**config.mk**
```make
export PLATFORM = sky130hd
export DESIGN_NAME = branch_target_buffer
export DESIGN_NICKNAME = d
export VERILOG_FILES = /design/src/rtl/btb_pkg.sv /design/src/rtl/btb_store.sv /design/src/rtl/btb_resolve_ctl.sv /design/src/rtl/branch_target_buffer.sv
export SDC_FILE = /design/constraint.sdc
export NUM_CORES = 1
export LEC_CHECK = 0
export ABC_CLOCK_PERIOD_IN_PS = 6560
export BUFFER_PORTS_ARGS = -buffer_cell sky130_fd_sc_hd__buf_2
export CAP_MARGIN = 15
export CORE_MARGIN = 4
export CORE_UTILIZATION = 62
export CTS_CLUSTER_DIAMETER = 200
export DETAILED_ROUTE_END_ITERATION = 12
export GPL_TIMING_DRIVEN = 0
export PLACE_DENSITY_LB_ADDON = 0.15
export SLEW_MARGIN = 20
export SYNTH_ARGS = -nofsm -noshare
export SYNTH_HDL_FRONTEND = slang
export SYNTH_SLANG_ARGS = --single-unit
```
**constraint.sdc**
```tcl
create_clock -name clk -period 6.56 [get_ports clk]
set_clock_uncertainty 0.1 [all_clocks]
set_input_delay 1.312 -clock clk [delete_from_list [all_inputs] [get_ports clk]]
set_output_delay 1.312 -clock clk [all_outputs]
set_load 0.1 [all_outputs]
```
**src/rtl/btb_pkg.sv**
```systemverilog
// Package: shared types for the branch target buffer.
// Assumes: one resolve per cycle at most; actions are mutually exclusive.
package btb_pkg;

    // Table update chosen for a resolved branch.
    typedef enum logic [1:0] {
        ACT_NONE    = 2'd0,
        ACT_INSERT  = 2'd1,
        ACT_CLR_TKN = 2'd2
    } btb_act_e;

endpackage

```
**src/rtl/btb_store.sv**
```systemverilog
// Module: btb_store
// Direct-mapped entry table with a combinational lookup port, a combinational
// probe port for the resolve side, and one registered update per cycle.
// Assumes: reads return contents from before any write at the same clock edge.
module btb_store #(
    parameter int PC_W  = 32,
    parameter int IDX_W = 4,
    parameter int TAG_W = PC_W - IDX_W - 2
) (
    input  logic                 clk,
    input  logic                 rst_n,
    input  logic [IDX_W-1:0]     rd_idx,
    input  logic [TAG_W-1:0]     rd_tag,
    output logic                 rd_hit,
    output logic                 rd_taken,
    output logic [PC_W-1:0]      rd_target,
    input  logic [IDX_W-1:0]     pb_idx,
    input  logic [TAG_W-1:0]     pb_tag,
    output logic                 pb_hit,
    input  btb_pkg::btb_act_e    act,
    input  logic [IDX_W-1:0]     wr_idx,
    input  logic [TAG_W-1:0]     wr_tag,
    input  logic [PC_W-1:0]      wr_target
);
    import btb_pkg::*;

    localparam int DEPTH = 1 << IDX_W;

    logic [DEPTH-1:0]  valid_q;
    logic [DEPTH-1:0]  taken_q;
    logic [TAG_W-1:0]  tag_q [DEPTH];
    logic [PC_W-1:0]   tgt_q [DEPTH];

    // Valid and taken bits: cleared by reset, set on insert, taken cleared on demand.
    always_ff @(posedge clk) begin
        if (!rst_n) begin
            valid_q <= '0;
            taken_q <= '0;
        end else begin
            if (act == ACT_INSERT) begin
                valid_q[wr_idx] <= 1'b1;
                taken_q[wr_idx] <= 1'b1;
            end else if (act == ACT_CLR_TKN) begin
                taken_q[wr_idx] <= 1'b0;
            end
        end
    end

    // Tag and target payload: written on insert only, no reset needed.
    always_ff @(posedge clk) begin
        if (act == ACT_INSERT) begin
            tag_q[wr_idx] <= wr_tag;
            tgt_q[wr_idx] <= wr_target;
        end
    end

    // Fetch-side lookup: hit needs valid and matching tag.
    always_comb begin
        rd_hit    = valid_q[rd_idx] && (tag_q[rd_idx] == rd_tag);
        rd_taken  = taken_q[rd_idx];
        rd_target = tgt_q[rd_idx];
    end

    // Resolve-side probe: tells the controller whether the branch has an entry.
    always_comb begin
        pb_hit = valid_q[pb_idx] && (tag_q[pb_idx] == pb_tag);
    end

    assert_clear_after_reset_R1: assert property (@(posedge clk) disable iff (!rst_n)
        $past(!rst_n) |-> !rd_hit && !pb_hit);

    assert_insert_visible_R5: assert property (@(posedge clk) disable iff (!rst_n)
        ($past(rst_n) && $past(act == ACT_INSERT) && rd_idx == $past(wr_idx)
         && rd_tag == $past(wr_tag)) |-> (rd_hit && rd_taken && rd_target == $past(wr_target)));

    assert_clear_keeps_valid_R6: assert property (@(posedge clk) disable iff (!rst_n)
        ($past(rst_n) && $past(act == ACT_CLR_TKN) && $past(pb_hit) && rd_idx == $past(wr_idx)
         && rd_tag == $past(wr_tag)) |-> (rd_hit && !rd_taken));

endmodule

```
**src/rtl/btb_resolve_ctl.sv**
```systemverilog
// Module: btb_resolve_ctl
// Turns a resolved branch into a table action and a registered one-cycle
// flush/redirect when the address fetch used differs from the true next one.
// Assumes: probe_hit reflects the table for resolve_pc in the same cycle.
module btb_resolve_ctl #(
    parameter int PC_W = 32
) (
    input  logic               clk,
    input  logic               rst_n,
    input  logic               resolve_valid,
    input  logic [PC_W-1:0]    resolve_pc,
    input  logic               resolve_taken,
    input  logic [PC_W-1:0]    resolve_target,
    input  logic [PC_W-1:0]    resolve_pred_pc,
    input  logic               probe_hit,
    output btb_pkg::btb_act_e  act,
    output logic               redirect_q,
    output logic [PC_W-1:0]    redirect_pc_q
);
    import btb_pkg::*;

    localparam logic [PC_W-1:0] STEP = PC_W'(4);

    logic [PC_W-1:0] true_next;
    logic            mispredict;

    // True successor of the branch and comparison with what fetch used.
    always_comb begin
        true_next  = resolve_taken ? resolve_target : (resolve_pc + STEP);
        mispredict = resolve_valid && (true_next != resolve_pred_pc);
    end

    // Table action: taken writes, not-taken with entry clears taken bit.
    always_comb begin
        act = ACT_NONE;
        if (resolve_valid) begin
            if (resolve_taken)  act = ACT_INSERT;
            else if (probe_hit) act = ACT_CLR_TKN;
        end
    end

    // Registered flush pulse and corrected address.
    always_ff @(posedge clk) begin
        if (!rst_n) begin
            redirect_q    <= 1'b0;
            redirect_pc_q <= '0;
        end else begin
            redirect_q    <= mispredict;
            if (mispredict) redirect_pc_q <= true_next;
        end
    end

    assert_flush_follows_resolve_R8: assert property (@(posedge clk) disable iff (!rst_n)
        redirect_q |-> ($past(rst_n) && $past(resolve_valid)
                        && redirect_pc_q != $past(resolve_pred_pc)));

    assert_no_flush_when_right_R9: assert property (@(posedge clk) disable iff (!rst_n)
        ($past(rst_n) && $past(resolve_valid) && $past(true_next == resolve_pred_pc))
        |-> !redirect_q);

    assert_no_flush_when_idle_R9: assert property (@(posedge clk) disable iff (!rst_n)
        ($past(rst_n) && !$past(resolve_valid)) |-> !redirect_q);

endmodule

```
**src/rtl/branch_target_buffer.sv**
```systemverilog
// Module: branch_target_buffer (top)
// Fetch-stage next-address predictor with a resolve port that trains the
// table and raises a one-cycle flush with the corrected address.
// Assumes: fetch_pc is word aligned; resolve_pred_pc is the address fetch
// actually took after the branch.
module branch_target_buffer #(
    parameter int PC_W  = 32,
    parameter int IDX_W = 4
) (
    input  logic            clk,
    input  logic            rst_n,
    input  logic [PC_W-1:0] fetch_pc,
    output logic            lookup_hit,
    output logic [PC_W-1:0] next_fetch_pc,
    input  logic            resolve_valid,
    input  logic [PC_W-1:0] resolve_pc,
    input  logic            resolve_taken,
    input  logic [PC_W-1:0] resolve_target,
    input  logic [PC_W-1:0] resolve_pred_pc,
    output logic            flush_redirect,
    output logic [PC_W-1:0] redirect_pc
);
    import btb_pkg::*;

    localparam int TAG_W = PC_W - IDX_W - 2;
    localparam logic [PC_W-1:0] STEP = PC_W'(4);

    logic [IDX_W-1:0] f_idx, r_idx;
    logic [TAG_W-1:0] f_tag, r_tag;
    logic             rd_hit, rd_taken, pb_hit;
    logic [PC_W-1:0]  rd_target;
    btb_act_e         act;

    // Split fetch and resolve addresses into index and tag.
    always_comb begin
        f_idx = fetch_pc[IDX_W+1:2];
        f_tag = fetch_pc[PC_W-1:IDX_W+2];
        r_idx = resolve_pc[IDX_W+1:2];
        r_tag = resolve_pc[PC_W-1:IDX_W+2];
    end

    btb_store #(.PC_W(PC_W), .IDX_W(IDX_W), .TAG_W(TAG_W)) u_store (
        .clk       (clk),
        .rst_n     (rst_n),
        .rd_idx    (f_idx),
        .rd_tag    (f_tag),
        .rd_hit    (rd_hit),
        .rd_taken  (rd_taken),
        .rd_target (rd_target),
        .pb_idx    (r_idx),
        .pb_tag    (r_tag),
        .pb_hit    (pb_hit),
        .act       (act),
        .wr_idx    (r_idx),
        .wr_tag    (r_tag),
        .wr_target (resolve_target)
    );

    btb_resolve_ctl #(.PC_W(PC_W)) u_ctl (
        .clk             (clk),
        .rst_n           (rst_n),
        .resolve_valid   (resolve_valid),
        .resolve_pc      (resolve_pc),
        .resolve_taken   (resolve_taken),
        .resolve_target  (resolve_target),
        .resolve_pred_pc (resolve_pred_pc),
        .probe_hit       (pb_hit),
        .act             (act),
        .redirect_q      (flush_redirect),
        .redirect_pc_q   (redirect_pc)
    );

    // Next fetch address: stored target on a taken hit, else sequential.
    always_comb begin
        lookup_hit    = rd_hit;
        next_fetch_pc = (rd_hit && rd_taken) ? rd_target : (fetch_pc + STEP);
    end

    assert_new_entry_redirects_R3: assert property (@(posedge clk) disable iff (!rst_n)
        ($past(rst_n) && $past(resolve_valid && resolve_taken) && fetch_pc == $past(resolve_pc))
        |-> (lookup_hit && next_fetch_pc == $past(resolve_target)));

endmodule

```
==> impl_results.md, run 1 <==
- Fin util: 0.730
- Placed Instances: 3546
- Max Used Layer: met5
- Clk_lat worst skew: 0.68 ns
- GPL Wtd Cong: 0.971
- Final WS setup: -0.0758 ns
- Worst r2r path cells: 9
- Hold Vio Cnt, Final: 0
- Die W: 276 um
- Pwr dens: 269 nW/um^2
- CP Capture Type: output pin
- Synth top area cells: edfxtp_1, mux4_2, dfxtp_1
- CTS root buf: clkbuf_16
- Max cap viols: 0
- #FFs+latches synth: 993
- Router iterations before antenna repair: 8
- Leak: 0.0171 uW
- Filler cells: around 4200
- Initial Utilization: 0.625
- Initial antenna violation count: 14
- Row count: 98
- Mapped Cells: 2342
- Layout Nets: 2838
- Setup slack, reg-to-reg: 2.46 ns
- Tot GR Track Use: 0.375
- Core ar.: 71500 um^2
- Hpwl dp: 100000 um
- Mapped cell area: 44700 um^2
- Unique masters post-synth: 75
- Clk buf depth: 3
- Critical path launch point type: input port
- Vias in the first global route: 27000
- Gr ovfl total: 0
- FF/Latch Area: 29200 um^2
- Fin cells: between 3000 and 4000
- FF-to-FF Start: u_store.tag_q[7][9]$_DFFE_PP_
- Power, Total: 14000 uW
- WP data arrival: roughly 5.2 ns
- Period utilization: 1.01
- Max_slew headroom: 0.190
- Detailed Route Iter0 Violations: around 4500
- CTS Buf Count: 97
- Violations in the final reports: negative setup slack
- TritonCTS clock tree: yes
- Synth warnings: 0
- Max Fanout on Critical Path: 10
- Tightest Hold Check Type: flop to flop
- Crit path launch: fetch_pc[3]
- RSZ-0062 raised after global routing: true
- Fmax: 151 MHz
- Clk slew on worst S/H paths: ~0.060 ns
- Critical Path End: next_fetch_pc[29]
- Outcome: complete, but fails checks
- # IOs: 198
- CP required: about 5.2 ns
- Max IR drop VDD: 0.235 mV
- Cell taking the most area after synthesis: edfxtp_1
- Max-slew violations: 0
- Routed length on met3: 19000 um
- DR vias: 27400
- Port Buffers: between 150 and 200
- M1 wire length: about 50000 um
- H-tree lvl count: 3
- Post-route DRC: 0
- Die height: 276 um
- Ys async rst share: 0
- Detail Route Antenna Nets: 0
- Crit path time final: roughly 6.6 ns
- Die ar.: roughly 76000 um^2
- Post-Syn Nets: 2479
- First-pass GRT wire length: 202000 um
- Mean Syn Cell Area: 19.1 um^2
- Largest net degree at the start of global routing: 24
- Vias per std cell: 7.32
- Synth top area share: 0.624
- WL met2: 67600 um
- WL/cell: 38.5 um
- Area Growth Syn to Fin: 16.9%
- Final Setup Violations: 30
- Clock sinks: 993
- Final WL: 144000 um
- Share of post-route cells with drive strength above 1: 0.361
- Sequential element share of the synthesized area: 0.653
- Top_reg_cell synth: edfxtp_1
- Slew @ Worst Pin: 1.21 ns
- Area of the multi-input gates: 14900 um^2
- Post-synth EDFFs: 928
- Setup CP Type: input port to output pin
state kept, by name (all words and copies together) (netlist names), named ones only:
signal	flops
u_ctl.redirect_pc_q	32
u_ctl.redirect_q	1
u_store.tag_q	416
u_store.tgt_q	512
u_store.valid_q	16
what timing repair did:
action                     in CTS  in global routing
gates cloned                    0                  0
gates resized for setup       141                 35
setup buffers                   1                  5
pin swaps                       2                  5
hold buffers                    0                  0
setup endpoints to repair      33                 32
hold endpoints to repair        0                  0
routing by layer:
| layer | vias up | track usage |
|---|---|---|
| met1 | 14100 | 0.507 |
| met2 | 2363 | 0.585 |
| met4 | 6 | 0.174 |
| li1 | 10500 | - |
| met5 | - | 0 |
| met3 | 439 | 0.0970 |
through the flow:
stage / hold WS (ns) / setup slack [ns] / cell area (um^2) / TNS, ns
4_1_cts: 0.359 / -0.000681 / 52000 / -0.000681
5_1_grt: 0.369 / -0.0507 / 52200 / -0.521
3_5_place_dp: 0.351 / -1.57 / 48500 / -48.24
2_1_floorplan: 0.352 / 0.118 / 44700 / 0
6_report: 0.358 / -0.0758 / 52200 / -1.50
3_3_place_gp: 0.348 / -3.93 / 46800 / -3426.32
cell usage in the layout, fill, tap and decap left out, types with 10 or more instances in the layout:
cell       netlist  layout
a31oi_1         13      13
o221a_2         11      11
mux4_2         406     406
mux2_1          21      18
nor2_4           0      16
clkinv_2         0      14
buf_4           17      60
buf_2           55     187
a21oi_1         17      15
mux2i_1         86      82
nand4_1         24      24
clkbuf_2         0      18
diode_2          0      10
clkbuf_1        56      48
dfxtp_1         65      65
nor3_1          16      15
nor2_1          83      67
nand2_1        111     111
buf_16           0      38
inv_1           14      14
clkinv_1         2      26
xnor2_1        103     100
buf_8            0      11
o21ai_0         37      37
o211ai_1        20      20
xor2_1          55      55
buf_12           0      29
edfxtp_1       928     928
buf_6           13      23
mux2_2          17      19
clkbuf_16        0      97
nand3_1         32      32
where the power goes:
| group | internal, uW | leakage (uW) | switching [uW] | total [uW] |
|---|---|---|---|---|
| Sequential | 7010 | 0.00889 | 39.5 | 7050 |
| Clock | 3060 | 0.00150 | 2430 | 5490 |
| Combinational | 531 | 0.00671 | 970 | 1500 |
cells in the mapped netlist, types with 6 or more instances:
| cell type | instances |
|---|---|
| a31oi_1 | 13 |
| dfxtp_1 | 65 |
| inv_1 | 14 |
| o22ai_1 | 6 |
| buf_1 | 15 |
| o211ai_1 | 20 |
| nor3b_1 | 6 |
| mux2_2 | 17 |
| nand2_1 | 111 |
| buf_4 | 17 |
| xor2_1 | 55 |
| xnor2_1 | 103 |
| nand3_1 | 32 |
| buf_2 | 55 |
| clkbuf_1 | 56 |
| mux2i_1 | 86 |
| nor2b_1 | 8 |
| nand4_1 | 24 |
| mux2_1 | 21 |
| nor4_1 | 14 |
| mux4_2 | 406 |
| o221a_2 | 11 |
| a21oi_1 | 17 |
| nor3_1 | 16 |
| and4_1 | 6 |
| buf_6 | 13 |
| o21ai_0 | 37 |
| nor2_1 | 83 |
| edfxtp_1 | 928 |
kinds of logic after synthesis:
family / Yosys count / share of synthesized area
compound gates: 144 / 0.0235
xor+xnor: 158 / 0.0310
fa+ha+maj: 5 / 0.00140
buf+inv: 173 / 0.0197
flops: 993 / 0.653
mux: 530 / 0.234
simple gates: 339 / 0.0377
worst max-delay path, stage by stage:
cell	delay (ns)
buf_2	0.09
buf_4	0.25
buf_4	0.32
clkbuf_4	0.31
mux4_2	0.35
mux2i_1	0.19
xor2_1	0.23
a21oi_2	0.17
nor4_4	0.45
nand4_1	0.22
and4bb_1	0.34
buf_6	0.17
buf_12	0.17
mux2_1	0.40
buf_6	0.21
cell type report:
cell class	count	share of cell area
timing repair buffer	260	0.0510
antenna	10	0.000479
tap	950	0.0228
clock buffer	120	0.0489
multi-input combinational	1176	0.285
sequential	993	0.559
inverter	17	0.00122
buffer	156	0.0214
clock inverter	60	0.0106
worst min path at each step:
| stage | slack [ns] | depth (start not counted) | endpoint | startpoint |
|---|---|---|---|---|
| 6_report | 0.36 | 2 | u_ctl.redirect_pc_q[8]$_SDFFE_PN0P_ | u_ctl.redirect_pc_q[8]$_SDFFE_PN0P_ |
| 5_1_grt | 0.37 | 2 | u_ctl.redirect_pc_q[10]$_SDFFE_PN0P_ | u_ctl.redirect_pc_q[10]$_SDFFE_PN0P_ |
| 4_1_cts | 0.36 | 2 | u_ctl.redirect_pc_q[10]$_SDFFE_PN0P_ | u_ctl.redirect_pc_q[10]$_SDFFE_PN0P_ |
| 3_5_place_dp | 0.35 | 2 | u_ctl.redirect_pc_q[10]$_SDFFE_PN0P_ | u_ctl.redirect_pc_q[10]$_SDFFE_PN0P_ |
| 3_3_place_gp | 0.35 | 2 | u_ctl.redirect_pc_q[8]$_SDFFE_PN0P_ | u_ctl.redirect_pc_q[8]$_SDFFE_PN0P_ |
| 2_1_floorplan | 0.35 | 2 | u_store.valid_q[10]$_SDFFE_PN0P_ | u_store.valid_q[10]$_SDFFE_PN0P_ |
Power figures use the tool's default switching activity.
==> inputs of run 2 (changes only) <==
--- a/config.mk
+++ b/config.mk
@@ -14,6 +14,7 @@
 export DETAILED_ROUTE_END_ITERATION = 12
 export GPL_TIMING_DRIVEN = 0
 export PLACE_DENSITY_LB_ADDON = 0.15
+export RECOVER_POWER = 50
 export SLEW_MARGIN = 20
 export SYNTH_ARGS = -nofsm -noshare
 export SYNTH_HDL_FRONTEND = slang
==> run 2 against run 1 <==
  * The run ends with max-capacitance violations, max-slew violations, negative setup slack left
  * Non-clock buffer count stayed put
  * Combinational power about the same
  * Critical path depth unchanged
  * Clock-buffer cell count did not move
  * Die area unchanged
  * Critical endpoint unchanged
  * Worst setup slack got worse by 0.012 ns
  * Highest routed layer unchanged
  * Maximum frequency shrank 0.18%
  * First-iteration DRC count is 4.5% lower
  * Utilization down 0.21 points
  * Global-route usage is the same
==> impl_results.md, run 2 (synthesis results as in run 1) <==
- Outcome: complete, but fails checks
- Violations in the final reports: max-capacitance violations, max-slew violations, negative setup slack
- Max Fanout on Critical Path: 10 (unchanged)
- Initial antenna violation count: 13 (-1)
- NetSw: 3440 uW (-0.13%)
- Final WS setup: -0.0878 ns (-0.0120 ns)
- First-pass GRT wire length: 202000 um (unchanged)
- TritonCTS clock tree: yes
- Share of post-route cells with drive strength above 1: 0.326 (-0.0349)
- Clock power share: 0.391 (about the same)
- Clk_lat worst skew: 0.68 ns (about the same)
- Clk slew on worst S/H paths: 0.06 ns (about the same)
- RSZ-0062 raised after global routing: true
- Max reg flops: 512 (unchanged)
- Switching power share of the total: 0.245 (about the same)
- CP required: 5.15 ns (about the same)
- Die ar.: 76400 um^2 (unchanged)
- Tightest Hold Check Type: flop to flop
- Gr ovfl total: 0 (unchanged)
- Clk buf depth: 3 (unchanged)
- Highest-count cells in the layout ignoring fill and taps: edfxtp_1, mux4_2, clkbuf_1
- Combinational power share: 0.106 (about the same)
- Leak: 0.0168 uW (-1.7%)
- Max cap viols: 3 (+3)
- DR vias: 27300 (-0.24%)
- Largest net degree at the start of global routing: 24 (unchanged)
- Router iterations before antenna repair: 8 (unchanged)
- Pwr dens: 270 nW/um^2 (+0.21%)
- Max IR drop VDD: 0.234 mV (-0.43%)
- Placed cell area: 48500 um^2 (unchanged)
- Pre-CTS setup slack: -1.57 ns (unchanged)
- Core ar.: 71500 um^2 (unchanged)
- Vias in the first global route: 27000 (unchanged)
- Worst Hold Slack: 0.360 ns (+0.00250 ns)
- Area Growth Syn to Fin: 16.5%
- Vias per std cell: 7.30 (-0.18%)
- # IOs: 198 (unchanged)
- Layout Nets: 2838 (unchanged)
- Max-slew violations: 31 (+31)
- Int Pwr: 10600 uW (about the same)
- Filler cells: 4262 (+1.5%)
- Final Setup Violations: 30 (unchanged)
- Fin util: 0.728 (-0.00210)
- GPL Wtd Cong: 0.971 (unchanged)
- Detail Route Antenna Nets: 0 (unchanged)
- CTS Buf Count: 97 (unchanged)
- Slew @ Worst Pin: 1.96 ns (+0.743 ns)
- CTS root buf: clkbuf_16
- Max_slew headroom: -0.310 (-0.500)
- Port Buffers: 189 (unchanged)
- WP data arrival: 5.24 ns (+0.02 ns)
- Clock sinks: 993 (unchanged)
- Initial Utilization: 0.625 (unchanged)
- Fmax: 150 MHz (-0.18%)
- Final WL: 144000 um (+0.12%)
- Design area: 52000 um^2 (-0.29%)
- Post-route DRC: 0 (unchanged)
- Crit path time final: 6.65 ns (+0.0120 ns)
- Die height: 276 um (unchanged)
- Period utilization: 1.01 (+0.00183)
- Die W: 276 um (unchanged)
- WL/cell: 38.5 um (+0.18%)
- Biggest regs: u_store.tgt_q x512, u_store.tag_q x416, u_ctl.redirect_pc_q x32
- Setup slack, reg-to-reg: 2.46 ns (about the same)
- Row count: 98 (unchanged)
- H-tree lvl count: 3 (unchanged)
- Hpwl dp: 100000 um (unchanged)
- Tot GR Track Use: 0.375 (unchanged)
- Hold Vio Cnt, Final: 0 (unchanged)
- CP Capture Type: output pin
- Register with the most flip-flops: u_store.tgt_q
- Most common cell after layout, fill and taps aside: edfxtp_1
- Detailed Route Iter0 Violations: 4262 (-4.5%)
- Critical path launch point type: input port
- Setup CP Type: input port to output pin
- Seq pwr share: 0.503 (about the same)
==> run 2: layer usage <==
layer | global-route usage | up-vias | routed length [um]
li1 | - | 10500 | -
met1 | 0.507 | 14100 | 49700
met2 | 0.585 | 2286 | 67700
met3 | 0.0970 | 429 | 18400
met4 | 0.174 | 6 | 8310
met5 | 0 | - | 40
==> run 2: stage by stage <==
| step | power [uW] | std cells | TNS, ns |
|---|---|---|---|
| 2_1_floorplan | 8050 | 2342 | 0 |
| 3_3_place_gp | 8550 | 3481 | -3426.32 |
| 3_5_place_dp | 8600 | 3546 | -48.24 |
| 4_1_cts | 14000 | 3727 | -0.000681 |
| 5_1_grt | 14400 | 3737 | -0.521 |
| 6_report | 14000 | 3740 | -1.65 |
==> run 2: power by group through the flow <==
stage / Combinational [uW] / Sequential (uW) / Clock (uW)
after floorplan: 771 / 7270 / 0
after global placement: 1370 / 7180 / 0
after detailed placement: 1420 / 7180 / 0
after CTS: 1460 / 7050 / 5510
after global routing: 1530 / 7050 / 5800
final: 1490 / 7050 / 5490
==> run 2: final cells by class <==
class	instances	area, um^2	share of cell area
timing repair buffer	260	2550	0.0489
buffer	156	1120	0.0215
inverter	17	63.8	0.00123
tap	950	1190	0.0228
multi-input combinational	1176	14800	0.285
clock buffer	120	2550	0.0491
antenna	8	20.0	0.000385
sequential	993	29200	0.560
clock inverter	60	553	0.0106
==> run 2: path summary, 6_finish.rpt <==
path / cells past startpoint / endpoint / startpoint
worst min register to register: 2 / u_ctl.redirect_pc_q[10]$_SDFFE_PN0P_ / u_ctl.redirect_pc_q[10]$_SDFFE_PN0P_
worst max register to register: 9 / flop / u_store.tag_q[7][9]$_DFFE_PP_
worst min-delay path: 2 / u_ctl.redirect_pc_q[10]$_SDFFE_PN0P_ / u_ctl.redirect_pc_q[10]$_SDFFE_PN0P_
worst max-delay path: 15 / next_fetch_pc[29] / fetch_pc[3]
==> run 2: worst max-delay path, stage by stage <==
cell	delay [ns]
buf_2	0.09
buf_4	0.26
buf_4	0.32
clkbuf_4	0.31
mux4_2	0.35
mux2i_1	0.19
xor2_1	0.23
a21oi_2	0.17
nor4_4	0.46
nand4_1	0.22
and4bb_1	0.34
buf_6	0.17
buf_12	0.17
mux2_1	0.41
buf_6	0.22
==> run 2: timing repair <==
action	in CTS	in global routing
gates resized for setup	141	35
pin swaps	2	5
setup buffers	1	5
hold buffers	0	0
setup endpoints to repair	33	32
